File: src/rtl/srt_pkg.sv
package srt_pkg;

   typedef enum logic [1:0] {
      PH_HEAD = 2'd0,
      PH_WAIT = 2'd1,
      PH_PASS = 2'd2
   } in_phase_e;

   // Digit steering stage k (k = 0 is the first stage the packet meets).
   function automatic logic [31:0] route_digit(input logic [31:0] dest,
                                               input int unsigned lg,
                                               input int unsigned nst,
                                               input int unsigned k);
      logic [31:0] shifted;
      shifted = dest >> (lg * (nst - 1 - k));
      return shifted & ((32'd1 << lg) - 32'd1);
   endfunction

endpackage

File: src/rtl/srt_in_slot.sv
module srt_in_slot #(
   parameter int W = 16
) (
   input  logic         clk,
   input  logic         rst,
   input  logic         in_valid,
   input  logic [W-1:0] in_data,
   input  logic         in_last,
   output logic         in_ready,
   input  logic         pop,
   output logic         slot_v,
   output logic [W-1:0] slot_data,
   output logic         slot_last
);

   assign in_ready = !slot_v || pop;

   always_ff @(posedge clk) begin
      if (rst) begin
         slot_v    <= 1'b0;
         slot_data <= '0;
         slot_last <= 1'b0;
      end else if (in_valid && in_ready) begin
         slot_v    <= 1'b1;
         slot_data <= in_data;
         slot_last <= in_last;
      end else if (pop) begin
         slot_v    <= 1'b0;
      end
   end

endmodule

File: src/rtl/srt_rr_arb.sv
module srt_rr_arb #(
   parameter int N = 4
) (
   input  logic         clk,
   input  logic         rst,
   input  logic         en,
   input  logic [N-1:0] req,
   output logic [N-1:0] grant
);

   localparam int IW = (N > 1) ? $clog2(N) : 1;

   if ((1 << IW) != N) begin : g_bad_n
      $error("srt_rr_arb: N must be a power of two");
   end

   logic [IW-1:0] ptr;
   logic [IW-1:0] win;
   logic [IW-1:0] cand;
   logic          hit;

   always_comb begin
      grant = '0;
      hit   = 1'b0;
      win   = '0;
      cand  = '0;
      for (int k = 0; k < N; k++) begin
         cand = ptr + IW'(k);
         if (!hit && req[cand]) begin
            hit = 1'b1;
            win = cand;
         end
      end
      if (en && hit) grant[win] = 1'b1;
   end

   always_ff @(posedge clk) begin
      if (rst)            ptr <= '0;
      else if (en && hit) ptr <= win + IW'(1);
   end

endmodule

File: src/rtl/srt_stage.sv
module srt_stage #(
   parameter int RADIX = 4,
   parameter int W     = 16
) (
   input  logic               clk,
   input  logic               rst,
   input  logic [RADIX-1:0]   in_valid,
   input  logic [RADIX*W-1:0] in_data,
   input  logic [RADIX-1:0]   in_last,
   output logic [RADIX-1:0]   in_ready,
   output logic [RADIX-1:0]   out_valid,
   output logic [RADIX*W-1:0] out_data,
   output logic [RADIX-1:0]   out_last,
   input  logic [RADIX-1:0]   out_ready
);

   import srt_pkg::*;

   localparam int LG = $clog2(RADIX);

   if (RADIX != 2 && RADIX != 4) begin : g_bad_radix
      $error("srt_stage: RADIX must be 2 or 4");
   end
   if (W < LG) begin : g_bad_width
      $error("srt_stage: W must hold a route digit");
   end

   logic [RADIX-1:0]    slot_v;
   logic [RADIX-1:0]    slot_l;
   logic [RADIX-1:0]    pop;
   logic [RADIX-1:0]    hs;
   logic [RADIX-1:0]    emp;
   logic [RADIX-1:0]    won;
   logic [W-1:0]        slot_d [RADIX];
   logic [W-1:0]        fwd_d  [RADIX];
   in_phase_e           ph     [RADIX];
   logic [LG-1:0]       dst    [RADIX];
   logic [RADIX-1:0]    req    [RADIX];
   logic [RADIX-1:0]    gnt    [RADIX];
   logic [RADIX-1:0]    own_busy;
   logic [RADIX*LG-1:0] own_idx;

   // Input side: one slot and a phase tracker per input.
   for (genvar i = 0; i < RADIX; i++) begin : g_in
      in_phase_e     ph_q;
      logic [LG-1:0] dst_q;
      logic          emp_q;

      srt_in_slot #(.W(W)) u_slot (
         .clk       (clk),
         .rst       (rst),
         .in_valid  (in_valid[i]),
         .in_data   (in_data[i*W +: W]),
         .in_last   (in_last[i]),
         .in_ready  (in_ready[i]),
         .pop       (pop[i]),
         .slot_v    (slot_v[i]),
         .slot_data (slot_d[i]),
         .slot_last (slot_l[i])
      );

      assign ph[i]    = ph_q;
      assign dst[i]   = dst_q;
      assign emp[i]   = emp_q;
      assign hs[i]    = (ph_q == PH_PASS) && slot_v[i] && out_ready[dst_q];
      assign pop[i]   = ((ph_q == PH_HEAD) && slot_v[i] && !slot_l[i]) || hs[i];
      assign fwd_d[i] = emp_q ? '0 : slot_d[i];

      always_ff @(posedge clk) begin
         if (rst) begin
            ph_q  <= PH_HEAD;
            dst_q <= '0;
            emp_q <= 1'b0;
         end else begin
            case (ph_q)
               PH_HEAD: if (slot_v[i]) begin
                  dst_q <= slot_d[i][LG-1:0];
                  emp_q <= slot_l[i];
                  ph_q  <= PH_WAIT;
               end
               PH_WAIT: if (won[i]) ph_q <= PH_PASS;
               PH_PASS: if (hs[i] && slot_l[i]) begin
                  ph_q  <= PH_HEAD;
                  emp_q <= 1'b0;
               end
               default: ph_q <= PH_HEAD;
            endcase
         end
      end
   end

   always_comb begin
      for (int o = 0; o < RADIX; o++) begin
         for (int i = 0; i < RADIX; i++) begin
            req[o][i] = (ph[i] == PH_WAIT) && (dst[i] == LG'(o));
         end
      end
   end

   always_comb begin
      won = '0;
      for (int o = 0; o < RADIX; o++) won = won | gnt[o];
   end

   // Output side: arbiter plus a lock that holds until the tail passes.
   for (genvar o = 0; o < RADIX; o++) begin : g_out
      logic          busy_q;
      logic [LG-1:0] own_q;
      logic [LG-1:0] gidx;

      srt_rr_arb #(.N(RADIX)) u_arb (
         .clk   (clk),
         .rst   (rst),
         .en    (!busy_q),
         .req   (req[o]),
         .grant (gnt[o])
      );

      always_comb begin
         gidx = '0;
         for (int i = 0; i < RADIX; i++) begin
            if (gnt[o][i]) gidx = LG'(i);
         end
      end

      always_ff @(posedge clk) begin
         if (rst) begin
            busy_q <= 1'b0;
            own_q  <= '0;
         end else if (!busy_q && (|gnt[o])) begin
            busy_q <= 1'b1;
            own_q  <= gidx;
         end else if (busy_q && out_valid[o] && out_ready[o] && out_last[o]) begin
            busy_q <= 1'b0;
         end
      end

      assign own_busy[o]             = busy_q;
      assign own_idx[o*LG +: LG]     = own_q;
      assign out_valid[o]            = busy_q && slot_v[own_q];
      assign out_data[o*W +: W]      = fwd_d[own_q];
      assign out_last[o]             = slot_l[own_q];
   end

endmodule

File: config.mk
export PLATFORM = sky130hd
export DESIGN_NAME = srt_stage
export DESIGN_NICKNAME = d
export VERILOG_FILES = /design/src/rtl/srt_pkg.sv /design/src/rtl/srt_in_slot.sv /design/src/rtl/srt_rr_arb.sv /design/src/rtl/srt_stage.sv
export SDC_FILE = /design/constraint.sdc
export NUM_CORES = 1
export LEC_CHECK = 0
export ABC_AREA = 1
export BUFFER_PORTS_ARGS = -buffer_cell sky130_fd_sc_hd__buf_2
export CAP_MARGIN = 0
export CORE_MARGIN = 2
export CORE_UTILIZATION = 61
export DETAILED_ROUTE_END_ITERATION = 16
export MAX_ROUTING_LAYER = met4
export PLACE_DENSITY = 0.87
export SETUP_SLACK_MARGIN = 0.1
export SYNTH_ARGS = -nofsm -noshare
export SYNTH_HDL_FRONTEND = slang
export SYNTH_SLANG_ARGS = --single-unit
File: constraint.sdc
create_clock -name clk -period 3.9 [get_ports clk]
set_input_delay 0.78 -clock clk [delete_from_list [all_inputs] [get_ports clk]]
set_output_delay 0.78 -clock clk [all_outputs]
set_load 0.01 [all_outputs]
==> impl_results.md, run 1 <==
- Io pins: 154
- Worst Setup End Kind: primary output
- Dominant cells by area after synthesis: dfxtp_1 28%, o21ai_0 15%, nor2_1 11%
- DIE AREA: 14100 um2
- Starting Density: 63.0%
- Status: completed
- Placed Area: 8730 um2
- Clk_lat worst skew: 370 ps
- Post-CTS Hold Buffers: 0
- Port Buffers: 153
- Clk buf depth: 2
- # nets final: 1479
- Vias in the first global route: 8500
- Initial DRC count: 1219
- Reg clk slew, reported paths: 80 ps
- Mapped Area: 8010 um2
- Initial antenna violation count: 1
- Leading cell type in the layout, fill and taps excluded: nor2_1
- Top FF cell, synth: dfxtp_1
- Largest net degree at the start of global routing: 43
- Setup bufs post-CTS: 0
- Gr usage total: 39.3%
- CTS Buf Count: 9
- RSZ-0062 raised after global routing: no
- Synth async-reset ratio: 0%
- CTS tree: built
- WS Path Type: flip-flop to primary output
- Core Area: 12700 um2
- CTS Root Cell: clkbuf_16
- Synth unique cells: 46
- Slew at the pin closest to its max-slew limit: 987 ps
- Crit start category: flip-flop
- Cell count after synthesis: 1291
- Power per cell area: 784 nW/um2
- Hold Fails Final Rpt: 0
- HPWL Detailed: 20300 um
- Synth Register Bits: 112
- Relative slew slack: 33.8%
- Mean Syn Cell Area: 6.21 um2
- Post-CTS sizing: 0
- Pre-CTS worst setup slack: 1170 ps
- Critical Path RT: 3120 ps
- Slew Limit Fails: 0
- Drt drc: 0
- GR Overflow Total: 0
- Clk_skew: 12.0 ps
- P_leak: 4.26 nW
- Final ANT Viol Nets: 0
- Routed vias/inst: 6.20
- GP Congestion: 0.999
- Crit path max fanout: 36
- Fin area: 9020 um2
- Chip width: 119 um
- EDFF count, synth: 0
- Fmax: 0.313 GHz
- Final setup TNS: 0 ps
- Syn Nets: 1385
- Htree depth: 3
- Worst Setup Slack, final: 705 ps
- Global-route wire length before repair: 43300 um
- Die Height: 119 um
- YS warnings: 0
- DR vias: 9689
- Max VDD drop: 0.581 mV
- Tot Pwr: 7.08 mW
- Final setup fails: 0
- Final Non-Filler Cells: 1563
- Final worst-path cycle share: 81.9%
- Number of max-cap violations: 0
- Number of clock sinks: 112
- Crit path time final: 3190 ps
- Worst Path Arrival: 2410 ps
- Final WL: 27700 um
- Number of placement rows: 41
- HP Class: flip-flop to flip-flop
- Most frequent cells in the layout: 242 x nor2_1, 238 x o21ai_0, 153 x buf_2
- Layout cell share with drive strength beyond 1: 16.8%
- Dpl cells: 1546
- Sequential fraction of the synthesis area: 28.0%
- Area leader, netlist: dfxtp_1
- Yosys top cell area share: 28.0%
- First-pass iteration count of the detailed router: 8
- DR WL/cell: 17.7 um
- Layout Area Growth over Synthesis: 12.7%
-- sequential cells by signal, indices dropped and copies added (netlist names) --
| name | count |
|---|---|
| g_out.u_arb.ptr | 8 |
| g_in.u_slot.slot_v | 4 |
| g_in.u_slot.slot_last | 4 |
| g_in.dst_q | 8 |
| g_in.emp_q | 4 |
| g_out.own_q | 8 |
| g_in.ph_q | 8 |
| g_out.busy_q | 4 |
| g_in.u_slot.slot_data | 64 |
-- through the flow --
stage                     utilization, %  hold WS, ps
after global routing                70.9          489
after global placement              68.6          442
after floorplan                        -          430
after CTS                           70.9          462
final                               70.9          462
after detailed placement            68.6          451
-- report_power, final --
| part | switching (mW) | internal (mW) |
|---|---|---|
| Clock | 0.467 | 0.504 |
| Combinational | 3.00 | 1.48 |
| Sequential | 0.253 | 1.37 |
-- synthesized netlist by cell type (10+ instances only) --
cell type,instances
o21ai_0,238
clkbuf_1,58
ha_1,16
buf_4,10
nand4_1,10
nor2_1,242
nand2_1,135
nand3_1,96
inv_1,101
a21oi_1,110
a31oi_1,67
dfxtp_1,112
-- logic make-up (layout without fill, tap and decap cells) --
family	Yosys count	after routing	share of synthesized area [%]
AO/OA/AOI/OAI	442	442	30.0
XOR/XNOR	8	8	1.16
adder cells (fa/ha/maj)	16	16	2.50
buffers and inverters	201	300	10.2
flip-flops	112	112	28.0
other	0	1	0
AND/OR/NAND/NOR	512	512	28.1
-- cell type report --
cell class	count	area (um2)
inverters	115	434
repair buffers	169	886
flip-flops and latches	112	2240
well taps	172	215
fillers	1205	3700
clock buffers	10	229
multi-input cells	978	4950
clock inverters	6	66.3
diodes	1	2.50
-- path summary, 6_finish.rpt --
check | from | to | slack (ps) | depth (start not counted)
min reg2reg | g_in[3].u_slot.slot_data[14]$_SDFFE_PP0P_ | g_in[3].u_slot.slot_data[14]$_SDFFE_PP0P_ | 460 | 2
min | g_in[3].u_slot.slot_data[14]$_SDFFE_PP0P_ | g_in[3].u_slot.slot_data[14]$_SDFFE_PP0P_ | 460 | 2
max | g_out[3].own_q[0]$_SDFFE_PP0P_ | out_data[52] | 710 | 5
max reg2reg | g_in[1].dst_q[0]$_SDFFE_PP0P_ | g_in[2].ph_q[1]$_SDFFE_PP0P_ | 1130 | 18
-- per-layer routing --
metal / track usage [%] / part of all wire, %
met1: 48.2 / 39
met2: 62.6 / 46
met3: 5.50 / 9.3
met4: 20.8 / 6.0
met5: - / 0
-- worst max-delay path, stage by stage (launching register included) --
cell and delay [ps]:
dfxtp_1 340, clkinv_1 770, o21ai_0 490, a31oi_1 80, nor2_1 200, buf_2 170
Note: power is estimated with default switching activity, not from simulation.
==> run 2: changes to the inputs <==
CORE_UTILIZATION = 57   (was 61)
PLACE_DENSITY = 0.82   (was 0.87)
clock period = 3.15 ns   (was 3.9 ns; I/O delays follow)
==> impl_results.md, run 2 (synthesized netlist as in run 1, its figures left out) <==
- WS Path Type: flip-flop to primary output
- WHS: 461 ps
- Setup bufs post-CTS: 0
- Vias in the first global route: 8226
- P_leak: 4.27 nW
- DIE AREA: 15000 um2
- FF+latch area: 2240 um2
- Top reg by flops: g_in.u_slot.slot_data
- DR WL/cell: 16.9 um
- GP Congestion: 0.974
- Io pins: 154
- Relative slew slack: 51.6%
- Final WL: 26600 um
- Reg clk slew, reported paths: 70 ps
- Chip width: 123 um
- Status: completed
- Routed vias/inst: 6.01
- Port Buffers: 153
- Final setup TNS: 0 ps
- Largest register FFs: 64
- Slowest cell on crit path: inv_1
- RR Startpoint: g_out[3].u_arb.ptr[0]$_SDFFE_PP0P_
- Number of clock sinks: 112
- Clk_skew: 7.93 ps
- Layout fillers: 1285
- Worst Path Arrival: 2190 ps
- Crit path launch: g_out[0].own_q[1]$_SDFFE_PP0P_
- Power per cell area: 952 nW/um2
- Starting Density: 57.9%
- # nets final: 1482
- Gr usage total: 35.8%
- Clk_lat worst skew: 360 ps
- Pre-CTS worst setup slack: 544 ps
- Layout cell share with drive strength beyond 1: 17.1%
- ANT cells: 0
- Initial antenna violation count: 0
- Crit path cell chain: buf_4 -> inv_1 -> a21oi_1 -> a32oi_1 -> inv_1 -> nor2_1 -> buf_2
- Die Height: 123 um
- Final worst-path cycle share: 89.4%
- CTS Root Cell: clkbuf_16
- Leading cell type in the layout, fill and taps excluded: nor2_1
- Initial DRC count: 1031
- DR vias: 9455
- Crit path top cell by count: inv_1
- Post-CTS sizing: 0
- Area occupied by multi-input gates: 4950 um2
- Hold path startpoint: g_in[2].u_slot.slot_data[10]$_SDFFE_PP0P_
- Fmax: 0.355 GHz
- CTS tree: built
- Slew Limit Fails: 0
- GR Overflow Total: 0
- First-pass iteration count of the detailed router: 8
- Crit start category: flip-flop
- RSZ-0062 raised after global routing: no
- Critical Path RT: 2520 ps
- Core Area: 13800 um2
- Layout Area Growth over Synthesis: 13.0%
- CTS Buf Count: 9
- Number of max-cap violations: 0
- Drt drc: 0
- Hold Fails Final Rpt: 0
- Most frequent cells in the layout: 242 x nor2_1, 238 x o21ai_0, 153 x buf_2
- HP Class: flip-flop to flip-flop
- Worst Setup Slack, final: 333 ps
- Slew at the pin closest to its max-slew limit: 724 ps
- Max VDD drop: 0.695 mV
- Final ANT Viol Nets: 0
- Worst Setup End Kind: primary output
- Tot Pwr: 8.62 mW
- CP peak stage delay: 540 ps
- Crit path time final: 2820 ps
- Post-CTS Hold Buffers: 0
- Number of placement rows: 43
- Htree depth: 3
- Clk buf depth: 2
- Crit path max fanout: 20
- Global-route wire length before repair: 40800 um
- Largest net degree at the start of global routing: 54
- Final setup fails: 0
- HPWL Detailed: 19600 um
run 2: stage by stage:
stage          instance area, um2  utilization [%]  instances
6_report                     9050             65.5       1573
2_1_floorplan                8010                -       1291
5_1_grt                      9050             65.5       1573
3_3_place_gp                 8770             63.4       1557
4_1_cts                      9050             65.5       1573
3_5_place_dp                 8770             63.4       1557
run 2: critical path: cells and delay by family (launching register included):
family                 cells  cell delay [ps]
AOI/OAI and AO/OA          2              400
buffers and inverters      4              970
DFF                        1              300
and+or+nand+nor            1              160
run 2: area by class of cell:
type	instances	area share, %
Clock inverter	6	0.484
Timing Repair Buffer	172	10.2
Tap cell	180	2.49
Inverter	115	4.79
Clock buffer	10	2.64
Sequential cell	112	24.8
Multi-Input combinational cell	978	54.7
run 2: metal layers:
metal	share of wire (%)	track usage (%)
met5	0	-
met4	6.2	21.3
met3	8.8	5.67
met2	46	58.0
met1	39	41.9
run 2: power breakdown:
| group | leakage, nW | switching, mW | internal (mW) |
|---|---|---|---|
| clock network | 0.139 | 0.553 | 0.562 |
| logic | 3.20 | 3.66 | 1.84 |
| registers | 0.928 | 0.304 | 1.70 |
| total | 4.27 | 4.52 | 4.10 |
run 2: worst paths after layout:
check	to	slack (ps)	depth (start not counted)
setup / recovery	out_valid[0]	330	7
hold / removal	g_in[2].u_slot.slot_data[10]$_SDFFE_PP0P_	460	2
setup reg to reg	g_in[0].ph_q[1]$_SDFFE_PP0P_	450	15
hold reg to reg	g_in[2].u_slot.slot_data[10]$_SDFFE_PP0P_	460	2
